## src/rtl/i2c_status_pkg.sv

```systemverilog
package i2c_status_pkg;
  localparam int STAT_W    = 8;
  localparam int B_XFER    = 7;
  localparam int B_ADDR    = 6;
  localparam int B_BUSY    = 5;
  localparam int B_ARB     = 4;
  localparam int B_RSVD    = 3;
  localparam int B_DIR     = 2;
  localparam int B_INT     = 1;
  localparam int B_ACK     = 0;
  localparam logic [STAT_W-1:0] STAT_RESET = 8'h80;

  // sticky flag: set dominates clear
  function automatic logic f_sticky(input logic cur, input logic set, input logic clr);
    return set | (cur & ~clr);
  endfunction

  // byte-done clears on the data access that matches the direction
  function automatic logic f_xfer_clr(input logic xmit, input logic rd, input logic wr);
    return xmit ? wr : rd;
  endfunction

  function automatic logic [STAT_W-1:0] f_pack(
    input logic xfer, input logic addr, input logic busy, input logic arb,
    input logic dir, input logic intf, input logic ack);
    logic [STAT_W-1:0] s;
    s = '0;
    s[B_XFER] = xfer;
    s[B_ADDR] = addr;
    s[B_BUSY] = busy;
    s[B_ARB]  = arb;
    s[B_DIR]  = dir;
    s[B_INT]  = intf;
    s[B_ACK]  = ack;
    return s;
  endfunction
endpackage

```

## src/rtl/i2c_line_sync.sv

```systemverilog
module i2c_line_sync #(
  parameter int STAGES = 2
) (
  input  logic clk,
  input  logic rst_n,
  input  logic d,
  output logic q
);
  logic [STAGES-1:0] sr;

  for (genvar g = 0; g < STAGES; g++) begin : g_stage
    if (g == 0) begin : g_first
      always_ff @(posedge clk or negedge rst_n) begin
        if (!rst_n) sr[0] <= 1'b1;
        else        sr[0] <= d;
      end
    end else begin : g_next
      always_ff @(posedge clk or negedge rst_n) begin
        if (!rst_n) sr[g] <= 1'b1;
        else        sr[g] <= sr[g-1];
      end
    end
  end

  assign q = sr[STAGES-1];
endmodule

```

## src/rtl/i2c_cond_detect.sv

```systemverilog
module i2c_cond_detect (
  input  logic clk,
  input  logic rst_n,
  input  logic scl_s,
  input  logic sda_s,
  output logic start_det,
  output logic stop_det,
  output logic busy
);
  logic scl_q, sda_q, scl_high;

  always_ff @(posedge clk or negedge rst_n) begin
    if (!rst_n) begin
      scl_q <= 1'b1;
      sda_q <= 1'b1;
    end else begin
      scl_q <= scl_s;
      sda_q <= sda_s;
    end
  end

  assign scl_high  = scl_s & scl_q;
  assign start_det = scl_high & sda_q & ~sda_s;
  assign stop_det  = scl_high & ~sda_q & sda_s;

  always_ff @(posedge clk or negedge rst_n) begin
    if (!rst_n)         busy <= 1'b0;
    else if (start_det) busy <= 1'b1;
    else if (stop_det)  busy <= 1'b0;
  end
endmodule

```

## src/rtl/i2c_flag_bank.sv

```systemverilog
module i2c_flag_bank
  import i2c_status_pkg::*;
(
  input  logic              clk,
  input  logic              rst_n,
  input  logic              ev_byte_done,
  input  logic              ev_addr_match,
  input  logic              ev_arb_lost,
  input  logic              ev_rx_nack,
  input  logic              ev_rw_bit,
  input  logic              xmit_mode,
  input  logic              dat_rd,
  input  logic              dat_wr,
  input  logic              ctl_wr,
  input  logic              stat_wr,
  input  logic [STAT_W-1:0] stat_wdata,
  input  logic              busy,
  output logic [STAT_W-1:0] stat
);
  logic xfer_q, addr_q, arb_q, dir_q, int_q, ack_q;
  logic xfer_clr, arb_clr, int_clr, int_set;

  assign xfer_clr = f_xfer_clr(xmit_mode, dat_rd, dat_wr);
  assign arb_clr  = stat_wr & stat_wdata[B_ARB];
  assign int_clr  = stat_wr & stat_wdata[B_INT];
  assign int_set  = ev_byte_done | ev_addr_match | ev_arb_lost;

  always_ff @(posedge clk or negedge rst_n) begin
    if (!rst_n) begin
      xfer_q <= STAT_RESET[B_XFER];
      addr_q <= STAT_RESET[B_ADDR];
      arb_q  <= STAT_RESET[B_ARB];
      dir_q  <= STAT_RESET[B_DIR];
      int_q  <= STAT_RESET[B_INT];
      ack_q  <= STAT_RESET[B_ACK];
    end else begin
      xfer_q <= f_sticky(xfer_q, ev_byte_done, xfer_clr);
      addr_q <= f_sticky(addr_q, ev_addr_match, ctl_wr);
      arb_q  <= f_sticky(arb_q, ev_arb_lost, arb_clr);
      int_q  <= f_sticky(int_q, int_set, int_clr);
      if (ev_addr_match) dir_q <= ev_rw_bit;
      if (ev_byte_done)  ack_q <= ev_rx_nack;
    end
  end

  assign stat = f_pack(xfer_q, addr_q, busy, arb_q, dir_q, int_q, ack_q);
endmodule

```

## src/rtl/i2c_status_unit.sv

```systemverilog
module i2c_status_unit
  import i2c_status_pkg::*;
#(
  parameter int SYNC_STAGES = 2
) (
  input  logic       clk,
  input  logic       rst_n,
  input  logic       scl_i,
  input  logic       sda_i,
  input  logic       ev_byte_done,
  input  logic       ev_addr_match,
  input  logic       ev_arb_lost,
  input  logic       ev_rx_nack,
  input  logic       ev_rw_bit,
  input  logic       xmit_mode,
  input  logic       dat_rd,
  input  logic       dat_wr,
  input  logic       ctl_wr,
  input  logic       stat_wr,
  input  logic [7:0] stat_wdata,
  input  logic       irq_en,
  output logic [7:0] stat_rdata,
  output logic       irq
);
  logic scl_s, sda_s;
  logic start_det, stop_det, bus_busy;

  i2c_line_sync #(.STAGES(SYNC_STAGES)) u_scl_sync (
    .clk(clk), .rst_n(rst_n), .d(scl_i), .q(scl_s));
  i2c_line_sync #(.STAGES(SYNC_STAGES)) u_sda_sync (
    .clk(clk), .rst_n(rst_n), .d(sda_i), .q(sda_s));

  i2c_cond_detect u_cond (
    .clk(clk), .rst_n(rst_n), .scl_s(scl_s), .sda_s(sda_s),
    .start_det(start_det), .stop_det(stop_det), .busy(bus_busy));

  i2c_flag_bank u_flags (
    .clk(clk), .rst_n(rst_n),
    .ev_byte_done(ev_byte_done), .ev_addr_match(ev_addr_match),
    .ev_arb_lost(ev_arb_lost), .ev_rx_nack(ev_rx_nack), .ev_rw_bit(ev_rw_bit),
    .xmit_mode(xmit_mode), .dat_rd(dat_rd), .dat_wr(dat_wr),
    .ctl_wr(ctl_wr), .stat_wr(stat_wr), .stat_wdata(stat_wdata),
    .busy(bus_busy), .stat(stat_rdata));

  assign irq = stat_rdata[B_INT] & irq_en;
endmodule

```

## config.mk

```make
export PLATFORM = sky130hd
export DESIGN_NAME = i2c_status_unit
export DESIGN_NICKNAME = d
export VERILOG_FILES = /design/src/rtl/i2c_status_pkg.sv /design/src/rtl/i2c_line_sync.sv /design/src/rtl/i2c_cond_detect.sv /design/src/rtl/i2c_flag_bank.sv /design/src/rtl/i2c_status_unit.sv
export SDC_FILE = /design/constraint.sdc
export NUM_CORES = 1
export LEC_CHECK = 0
export ABC_CLOCK_PERIOD_IN_PS = 1000
export BUFFER_PORTS_ARGS = -buffer_cell sky130_fd_sc_hd__buf_2
export CELL_PAD_IN_SITES_DETAIL_PLACEMENT = 0
export CELL_PAD_IN_SITES_GLOBAL_PLACEMENT = 1
export CORE_MARGIN = 5
export CORE_UTILIZATION = 26
export CTS_CLUSTER_SIZE = 30
export DETAILED_ROUTE_END_ITERATION = 8
export PLACE_DENSITY_LB_ADDON = 0.1
export SLEW_MARGIN = 20
export SYNTH_ARGS = -nofsm -noshare
export SYNTH_HDL_FRONTEND = slang
export SYNTH_HIERARCHICAL = 1
export SYNTH_SLANG_ARGS = --single-unit
export TNS_END_PERCENT = 30
```

## constraint.sdc

```tcl
create_clock -name clk -period 1 [get_ports clk]
set_input_delay 0.2 -clock clk [delete_from_list [all_inputs] [get_ports clk]]
set_output_delay 0.2 -clock clk [all_outputs]
set_load 0.01 [all_outputs]
```

Word level (Yosys, flattened, before mapping)
Cells that the tools add are included.
{"block": "word_totals", "regBits": 13, "in_bits": 23, "out_inout_bits": 9, "word_cells": 41}
{"block": "classes", "mux": 3, "bitwise_logic": 24, "n_reduce_logical": 1}
{"cell": "$and A1 B1 Y1", "n": 12}
{"cell": "$not A1 Y1", "n": 6}
{"cell": "$or A1 B1 Y1", "n": 6}
{"cell": "$mux W1", "n": 3}
{"cell": "$reduce_bool A2 Y1", "n": 1}

Depth between registers and ports, before layout
Gate-level depths: netlist (run 1).
{"block": "depth", "ltp_word": 5, "depth_mapped": 3, "ltp_nobuf": 3}

Modules after synthesis
The synthesis (run 1) kept the hierarchy.
{"mod": "i2c_flag_bank", "instances": 1, "cells_each": 25, "area_per_inst_um2": 292.8, "seq_area_each_um2": 151.4}
{"mod": "i2c_cond_detect", "instances": 1, "cells_each": 10, "area_per_inst_um2": 111.4, "seq_area_each_um2": 77.6}
{"mod": "i2c_line_sync", "instances": 2, "cells_each": 2, "area_per_inst_um2": 52.6, "seq_area_each_um2": 52.6}
{"mod": "i2c_status_unit", "instances": 1, "cells_each": 1, "area_per_inst_um2": 6.3, "seq_area_each_um2": 0.0}

Least setup slack after synthesis (run 1)
Ideal clock, no wire load.
{"block": "synth_path", "path_type": "register to register", "start": "register u_sda_sync.sr[1], in the netlist u_sda_sync/q", "end": "register u_cond.busy", "setup_time_ns": 0.129, "t_arrival_ns": 0.855, "required_ns": 0.871, "slack_ns": 0.015, "path_stages_with_launch": 4, "n_path_buf": 0, "synth_period_minus_slack_ns": 0.985, "path_cell_list": "dfstp_2 -> inv_1 -> o31ai_1 -> o21ai_1"}
{"block": "synth_via", "elab_chain_len": 3, "elab_cells_between_ends": 5, "classes_between": "1 x mux; 3 x bitwise; 1 x reduce/logical"}
{"element": "start, declared", "line_no": "i2c_line_sync.sv:9", "rtl": "logic [STAGES-1:0] sr;"}
{"element": "start signal, assigned by index", "line_no": "i2c_line_sync.sv:20", "rtl": "else sr[g] <= sr[g-1];"}
{"element": "$not A1 Y1", "line_no": "i2c_cond_detect.sv:23", "rtl": "assign start_det = scl_high & sda_q & ~sda_s;"}
{"element": "$and A1 B1 Y1", "line_no": "i2c_cond_detect.sv:23"}
{"element": "$mux W1 or $reduce_bool A2 Y1 (tied branches)"}
{"element": "end signal, assigned", "line_no": "i2c_cond_detect.sv:27", "rtl": "if (!rst_n) busy <= 1'b0;"}
{"element": "end signal, assigned", "line_no": "i2c_cond_detect.sv:28", "rtl": "else if (start_det) busy <= 1'b1;"}
{"element": "end signal, assigned", "line_no": "i2c_cond_detect.sv:29", "rtl": "else if (stop_det) busy <= 1'b0;"}
{"element": "end, declared", "line_no": "i2c_cond_detect.sv:8", "rtl": "output logic busy"}
Several ways; a longest one is shown, not always the timed one.
A chain may end at the register's enable or synchronous reset.

Worst setup path in the final report (run 1)
{"block": "layout_path", "start": "register u_flags.int_q", "end": "output port irq"}
{"block": "layout_via", "elab_chain_len": 1}
{"element": "start, declared", "line_no": "i2c_flag_bank.sv:20", "rtl": "logic xfer_q, addr_q, arb_q, dir_q, int_q, ack_q;"}
{"element": "start signal, assigned", "line_no": "i2c_flag_bank.sv:34", "rtl": "int_q <= STAT_RESET[B_INT];"}
{"element": "start signal, assigned", "line_no": "i2c_flag_bank.sv:40", "rtl": "int_q <= f_sticky(int_q, int_set, int_clr);"}
{"element": "$and A1 B1 Y1", "line_no": "i2c_status_unit.sv:45", "rtl": "assign irq = stat_rdata[B_INT] & irq_en;"}
{"element": "end, declared", "line_no": "i2c_status_unit.sv:23", "rtl": "output logic irq"}
No other way between the ends.

==> results of run 1 <==
metal layers:
layer  vias to the layer above  GRT usage, %  share of wire [%]
met2                        15          10.8                 47
met1                       159          8.52                 42
li1                        165             -                  -
met3                         0          2.49                 10
met4                         0          4.98                  0
met5                         -             0                  0
worst max-delay path, cell delays in order (launching register included):
cell,delay [ns]
sky130_fd_sc_hd__dfrtp_1,0.40
sky130_fd_sc_hd__and2_1,0.14
sky130_fd_sc_hd__buf_2,0.13
worst max-delay path by stage:
stage	start	endpoint	slack (ns)	depth (start not counted)
finish	u_flags/int_q	irq	-0.13	2
global route	u_flags/int_q	irq	-0.19	2
CTS	u_flags/int_q	irq	-0.15	2
detailed placement	u_sda_sync/q	u_cond/busy	0.02	3
global placement	u_sda_sync/q	u_cond/busy	0.04	3
floorplan	u_sda_sync/q	u_cond/busy	0.04	3
flip-flops by register name (all words and copies together) (netlist names):
signal,count
u_cond/busy,1
u_cond/scl_q,1
u_cond/sda_q,1
u_flags/ack_q,1
u_flags/addr_q,1
u_flags/arb_q,1
u_flags/dir_q,1
u_flags/int_q,1
u_flags/xfer_q,1
u_scl_sync/q,1
u_scl_sync/sr,1
u_sda_sync/q,1
u_sda_sync/sr,1
final cells by class:
cell class              count  area (sq um)  area share (%)
well taps                  27          33.8            5.04
flip-flops and latches     13           334            49.8
inverters                   2          7.51            1.12
clock buffers               4          26.3            3.92
repair buffers             28           159            23.7
multi-input cells          15           110            16.4
power breakdown:
| group | switching (mW) | internal (mW) |
|---|---|---|
| combinational | 0.0619 | 0.0773 |
| sequential | 0.0196 | 0.575 |
| clock | 0.164 | 0.154 |
cells in the final DEF (no fill, tap or decap), drive strengths merged, types with 2 or more instances in the layout:
master and n:
a21o 3, buf 27, clkbuf 4, dfrtp 6, dfstp 7, inv 2, mux2 2, nand2 3
repair_timing:
action,in CTS,in global routing
pin swaps,1,0
hold buffers,1,0
gates resized for setup,1,2
setup endpoints to repair,8,10
endpoints found under the hold margin,6,0
setup buffers,1,0
per-stage QoR:
step	worst slack (ns)	std cells	instance area, sq um	util (%)
2_1_floorplan	0.0409	38	507	-
3_3_place_gp	0.0352	83	616	32.4
3_5_place_dp	0.0205	83	616	32.4
4_1_cts	-0.152	89	666	35.0
5_1_grt	-0.192	89	671	35.3
6_report	-0.131	89	671	35.3
==> metrics.yaml, run 1 <==
status: "complete, but fails checks"
failing_checks: "negative setup slack"
holdWs_ns: 0.0258
syn_avg_cell_area_sq_um: 13.3
hold_violations: 0
layout-drive-gt1-share_pct: 66.1
ir_drop_worst_case_vdd_uv: 570
routability_congestion_estimate: 0.594
regToRegEndpoint: "u_flags/int_q"
hold_start: "scl_i"
fin_total_pwr_mw: 1.05
route.detailed.vias_per_inst: 3.81
setup_repair_after_global_routing_missed_its_margin: "true"
placement_rows: 16
detail_route.wirelength_um: 918
wire_length_per_cell_after_detailed_routing_um: 10.3
antenna_found_initial: 0
setup_viol_count_final: 3
hold_path_end: "u_scl_sync/sr[0]"
postSynthNetCount: 61
worstSkewPairLatency_ns: 0.27
grt_max_degree: 14
via_count: 339
total_leakage_power_nw: 0.321
maxClockFrequency_mhz: 884
reg2reg_setup_slack_ns: 0.01
post_synth_instance_area_sq_um: 507
cts-root-to-sink-buffers: 2
final_net_count: 86
timing.setup.critical_path_class: "flip-flop to output port"
max_cap_violations: 0
global_routing_usage_summed_across_all_routing_layers_pct: 7.19
syn_inst: 38
antennaDiodeCount: 0
fin_clk_skew_ns: 0.00456
end_kind: "output port"
grt_pass1_vias: 344
drt_pass1_iterations: 3
detailedRoute.firstIterationViolations: 4
number_of_clock_sinks: 13
worst-endpoint-required_ns: 0.80
cp_data_arrival_time_ns: 0.93
setup_total_negative_slack_ns: -0.254
initial_standard_cell_utilization_of_the_core_pct: 26.6
worst-path-max-fanout: 3
port_buffers: 24
yosys_warnings: 6
final_min_period_over_clock_period_pct: 113
min-delay-path-class: "input pin to flip-flop"
numCtsBuffers: 3
die_height_um: 54.1
filler_cells: 205
dp_hpwl_um: 708
hold-path-cell-count: 1
fp.dieW_um: 54.1
cts.clk_slew.worst_paths_ns: 0.08
critical_path.startpoint_type: "flip-flop"
cts_h_tree_lvls: 1
num_io_pins: 32
drt.antenna.violating_nets: 0
area.growth.synth_to_final_pct: 32.3
clk_root_buffer_cell: "sky130_fd_sc_hd__clkbuf_4"
cellPowerDensity_nw_per_um2: 1570
final.min_clock_period_ns: 1.13
worstRegToRegCells: 2
globalRouteOverflowTotal: 0
layout_setup_ws_ns: -0.131
detail_route.drc_violations: 0
tritoncts: "done"
regToRegStartpoint: "u_flags/int_q"
design.die.area_sq_um: 2930
timing.final.max_slew_violations: 0
coreArea_sq_um: 1900
grt_pass1_wl_um: 1460
No activity file was read; power rests on OpenSTA's default activity.
==> inputs of run 2 (changes only) <==
==> constraint.sdc (replaced) <==
create_clock -name clk -period 1 [get_ports clk]
set_input_delay 0.1 -clock clk [delete_from_list [all_inputs] [get_ports clk]]
set_output_delay 0.1 -clock clk [all_outputs]
set_load 0.01 [all_outputs]
==> run 2 against run 1 <==
Worst hold slack hardly changed. Die area unchanged. Register-to-register slack hardly changed. Combinational power increased by 4%. Critical path type unchanged. Core utilization is 1.1 points higher. Critical path depth is the same. Clock-buffer cell count unchanged. First-iteration DRC count unchanged. Routed wire length is 1.1% higher. Global-route usage increased by 0.058 points. Largest power group unchanged. Clock power about the same. The run still ends with negative setup slack left.
==> metrics.yaml, run 2 (synthesized netlist as in run 1, its figures left out) <==
numCtsBuffers: 3
antennaDiodeCount: 0
routability_congestion_estimate: 0.594
end_kind: "output port"
worst-path-max-fanout: 3
mostFrequentLayoutCell: "sky130_fd_sc_hd__buf_2"
antenna_found_initial: 0
status: "complete, but fails checks"
ir_drop_worst_case_vdd_uv: 570
dpl-instance-area_sq_um: 616
port_buffers: 24
max_cap_violations: 0
num_io_pins: 32
area.growth.synth_to_final_pct: 36.3
layout.cell_area.non_filler_sq_um: 691
fin_clk_skew_ns: 0.00454
drt_pass1_iterations: 3
final.min_clock_period_ns: 1.03
grt_pass1_vias: 347
numPlacedInstances: 83
tritoncts: "done"
layout-drive-gt1-share_pct: 62.5
cts_h_tree_lvls: 1
setup_total_negative_slack_ns: -0.0443
dp_hpwl_um: 708
cts-root-to-sink-buffers: 2
min-delay-path-class: "input pin to flip-flop"
detail_route.drc_violations: 0
cts.clk_slew.worst_paths_ns: 0.08
route.detailed.vias_per_inst: 3.81
cellPowerDensity_nw_per_um2: 1530
fp.dieW_um: 54.1
placement_rows: 16
final_net_count: 88
layout_setup_ws_ns: -0.0313
critical_path.startpoint_type: "flip-flop"
wire_length_per_cell_after_detailed_routing_um: 10.2
clk_root_buffer_cell: "sky130_fd_sc_hd__clkbuf_4"
detailedRoute.firstIterationViolations: 4
timing.setup.critical_path_class: "flip-flop to output port"
holdWs_ns: 0.0259
layout.cells.most_common_list: "sky130_fd_sc_hd__buf_2 (23), sky130_fd_sc_hd__dfstp_2 (7), sky130_fd_sc_hd__dfrtp_1 (6)"
grt_max_degree: 14
coreArea_sq_um: 1900
die_height_um: 54.1
instances_no_fill: 91
total_leakage_power_nw: 0.331
timing.final.max_slew_violations: 0
filler_cells: 203
final_min_period_over_clock_period_pct: 103
hold_violations: 0
via_count: 347
detail_route.wirelength_um: 928
number_of_clock_sinks: 13
initial_standard_cell_utilization_of_the_core_pct: 26.6
worstSkewPairLatency_ns: 0.27
maxClockFrequency_mhz: 970
setup_repair_after_global_routing_missed_its_margin: "true"
globalRouteOverflowTotal: 0
grt_pass1_wl_um: 1470
cp_data_arrival_time_ns: 0.93
setup_viol_count_final: 2
design.die.area_sq_um: 2930
drt.antenna.violating_nets: 0
placement.setup.worst_slack_ns: 0.0205
global_routing_usage_summed_across_all_routing_layers_pct: 7.25
worst-endpoint-required_ns: 0.90
failing_checks: "negative setup slack"
==> run 2: area by class of cell <==
type,instances,area [sq um],area share (%)
flip-flops and latches,13,334,48.4
repair buffers,30,179,25.9
multi-input cells,15,110,15.9
well taps,27,33.8,4.89
clock buffers,4,26.3,3.80
inverters,2,7.51,1.09
==> run 2: stage by stage <==
stage	total power [mW]	util, %
4_1_cts	1.08	36.1
3_5_place_dp	0.734	32.4
6_report	1.06	36.3
2_1_floorplan	0.687	-
5_1_grt	1.13	36.3
3_3_place_gp	0.733	32.4
==> run 2: worst paths after layout <==
kind | start | end | slack, ns | depth (start not counted)
min in group asynchronous | rst_n | u_flags/ack_q | 0.23 | 2
max in group asynchronous | rst_n | u_sda_sync/q | 0.49 | 2
min | ev_arb_lost | u_flags/arb_q | 0.03 | 2
min reg2reg | u_scl_sync/sr[0] | u_scl_sync/q | 0.36 | 0
max | u_flags/int_q | irq | -0.03 | 2
max reg2reg | u_sda_sync/q | u_cond/busy | 0.01 | 3
==> run 2: where the power goes <==
part / total, mW / leakage (nW) / switching (mW) / internal, mW
clock network: 0.318 / 0.0150 / 0.164 / 0.154
logic: 0.145 / 0.177 / 0.0628 / 0.0822
registers: 0.595 / 0.139 / 0.0192 / 0.575
==> run 2: worst max-delay path: stages, from the launching register on <==
cell	delay [ns]
sky130_fd_sc_hd__dfrtp_1	0.40
sky130_fd_sc_hd__and2_1	0.14
sky130_fd_sc_hd__buf_2	0.13
==> run 2: per-layer routing <==
metal  vias to the layer above  routed length (um)  GRT usage, %
met1                       164                 392          8.69
met4                         0                   0          4.98
met2                        15                 440          10.8
li1                        168                   -             -
met3                         0                  96          2.49
met5                         -                   0             0
==> run 2: what timing repair did <==
action,4_1_cts,5_1_grt
pin swaps,1,0
hold buffers,3,0
setup buffers,1,0
resized for setup,1,1
endpoints found under the setup margin,2,4
hold endpoints to repair,15,0
==> inputs of run 3 (changes only) <==
RECOVER_POWER = 100   (was default)
==> run 3 against run 2 <==
The run still ends with negative setup slack left. Combinational power decreased by 5%. Clock power increased by 3%. Worst hold slack got worse by 0.00062 ns. Flip-flop and latch count unchanged. Cell count unchanged. Critical path type unchanged. Largest cell class unchanged.
==> metrics.yaml, run 3 (synthesized netlist as in run 1, its figures left out) <==
detail_route.drc_violations: 0
antennaDiodeCount: 0
min-delay-path-class: "input pin to flip-flop"
antenna_found_initial: 0
failing_checks: "negative setup slack"
maxClockFrequency_mhz: 967
worst_pin_slew_ns: 0.684
end_kind: "output port"
route.detailed.vias_per_inst: 3.81
cp_data_arrival_time_ns: 0.93
layout.cell_area.non_filler_sq_um: 683
placement_rows: 16
detailedRoute.firstIterationViolations: 2
drt_pass1_iterations: 2
routability_congestion_estimate: 0.594
clk_root_buffer_cell: "sky130_fd_sc_hd__clkbuf_4"
max_cap_violations: 0
setup_total_negative_slack_ns: -0.0510
final_net_count: 88
fin_clk_skew_ns: 0.00492
wire_length_per_cell_after_detailed_routing_um: 10.3
instances_no_fill: 91
grt_pass1_wl_um: 1470
layout-drive-gt1-share_pct: 53.1
design.die.area_sq_um: 2930
port_buffers: 24
dpl-instance-area_sq_um: 616
fp.dieW_um: 54.1
timing.setup.critical_path_class: "flip-flop to output port"
via_count: 347
final_min_period_over_clock_period_pct: 103
worstSkewPairLatency_ns: 0.27
numCtsBuffers: 3
detail_route.wirelength_um: 933
ir_drop_worst_case_vdd_uv: 580
die_height_um: 54.1
initial_standard_cell_utilization_of_the_core_pct: 26.6
total_leakage_power_nw: 0.315
layout.cells.most_common_list: "sky130_fd_sc_hd__buf_2 (17), sky130_fd_sc_hd__clkbuf_1 (7), sky130_fd_sc_hd__dfstp_2 (7)"
worst-path-max-fanout: 3
number_of_clock_sinks: 13
hold_violations: 0
numPlacedInstances: 83
grt_max_degree: 14
layout_setup_ws_ns: -0.0343
final.min_clock_period_ns: 1.03
max-slew-margin-rel_pct: 54.4
num_io_pins: 32
critical_path.startpoint_type: "flip-flop"
status: "complete, but fails checks"
dp_hpwl_um: 708
worst-endpoint-required_ns: 0.90
mostFrequentLayoutCell: "sky130_fd_sc_hd__buf_2"
globalRouteOverflowTotal: 0
area.growth.synth_to_final_pct: 34.8
cellPowerDensity_nw_per_um2: 1550
global_routing_usage_summed_across_all_routing_layers_pct: 7.25
holdWs_ns: 0.0253
tritoncts: "done"
cts.clk_slew.worst_paths_ns: 0.08
drt.antenna.violating_nets: 0
cts-root-to-sink-buffers: 2
grt_pass1_vias: 347
placement.setup.worst_slack_ns: 0.0205
coreArea_sq_um: 1900
setup_repair_after_global_routing_missed_its_margin: "true"
setup_viol_count_final: 2
cts_h_tree_lvls: 1
timing.final.max_slew_violations: 0
run 3: what timing repair did:
item                                   4_1_cts  5_1_grt
setup buffers                                1        0
endpoints found under the hold margin       15        0
gates resized for setup                      1        1
hold buffers                                 3        0
setup endpoints to repair                    2        4
pin swaps                                    1        0
run 3: per-layer routing:
metal / up-vias / global-route usage (%) / wire length, um
met5: - / 0 / 0
met4: 0 / 4.98 / 0
met3: 0 / 2.49 / 102
met2: 15 / 10.8 / 442
met1: 163 / 8.69 / 388
li1: 169 / - / -
run 3: final cells by class:
cell class | count | area, sq um
flip-flops and latches | 13 | 334
multi-input cells | 15 | 110
inverters | 2 | 7.51
well taps | 27 | 33.8
fillers | 203 | 1220
clock buffers | 4 | 26.3
repair buffers | 30 | 171
run 3: report_power, final:
part	leakage (nW)	internal [mW]	switching (mW)
Clock	0.0150	0.154	0.171
Sequential	0.139	0.575	0.0197
Combinational	0.162	0.0754	0.0630
Total	0.315	0.805	0.254
run 3: stage by stage:
step	util [%]	power [mW]
2_1_floorplan	-	0.687
6_report	35.9	1.06
5_1_grt	35.9	1.12
3_5_place_dp	32.4	0.734
4_1_cts	36.1	1.08
3_3_place_gp	32.4	0.733
run 3: path summary, 6_finish.rpt:
path / from / cells past startpoint / endpoint / slack, ns
hold reg to reg: u_scl_sync/sr[0] / 0 / u_scl_sync/q / 0.36
min in group asynchronous: rst_n / 2 / u_flags/ack_q / 0.37
setup reg to reg: u_sda_sync/q / 3 / u_cond/busy / 0.01
max in group asynchronous: rst_n / 2 / u_flags/dir_q / 0.20
setup / recovery: u_flags/int_q / 2 / irq / -0.03
hold / removal: ev_arb_lost / 2 / u_flags/arb_q / 0.03
run 3: worst max-delay path, stage by stage (launching register included):
cell and delay (ns):
sky130_fd_sc_hd__dfrtp_1 0.40, sky130_fd_sc_hd__and2_1 0.14, sky130_fd_sc_hd__buf_2 0.13
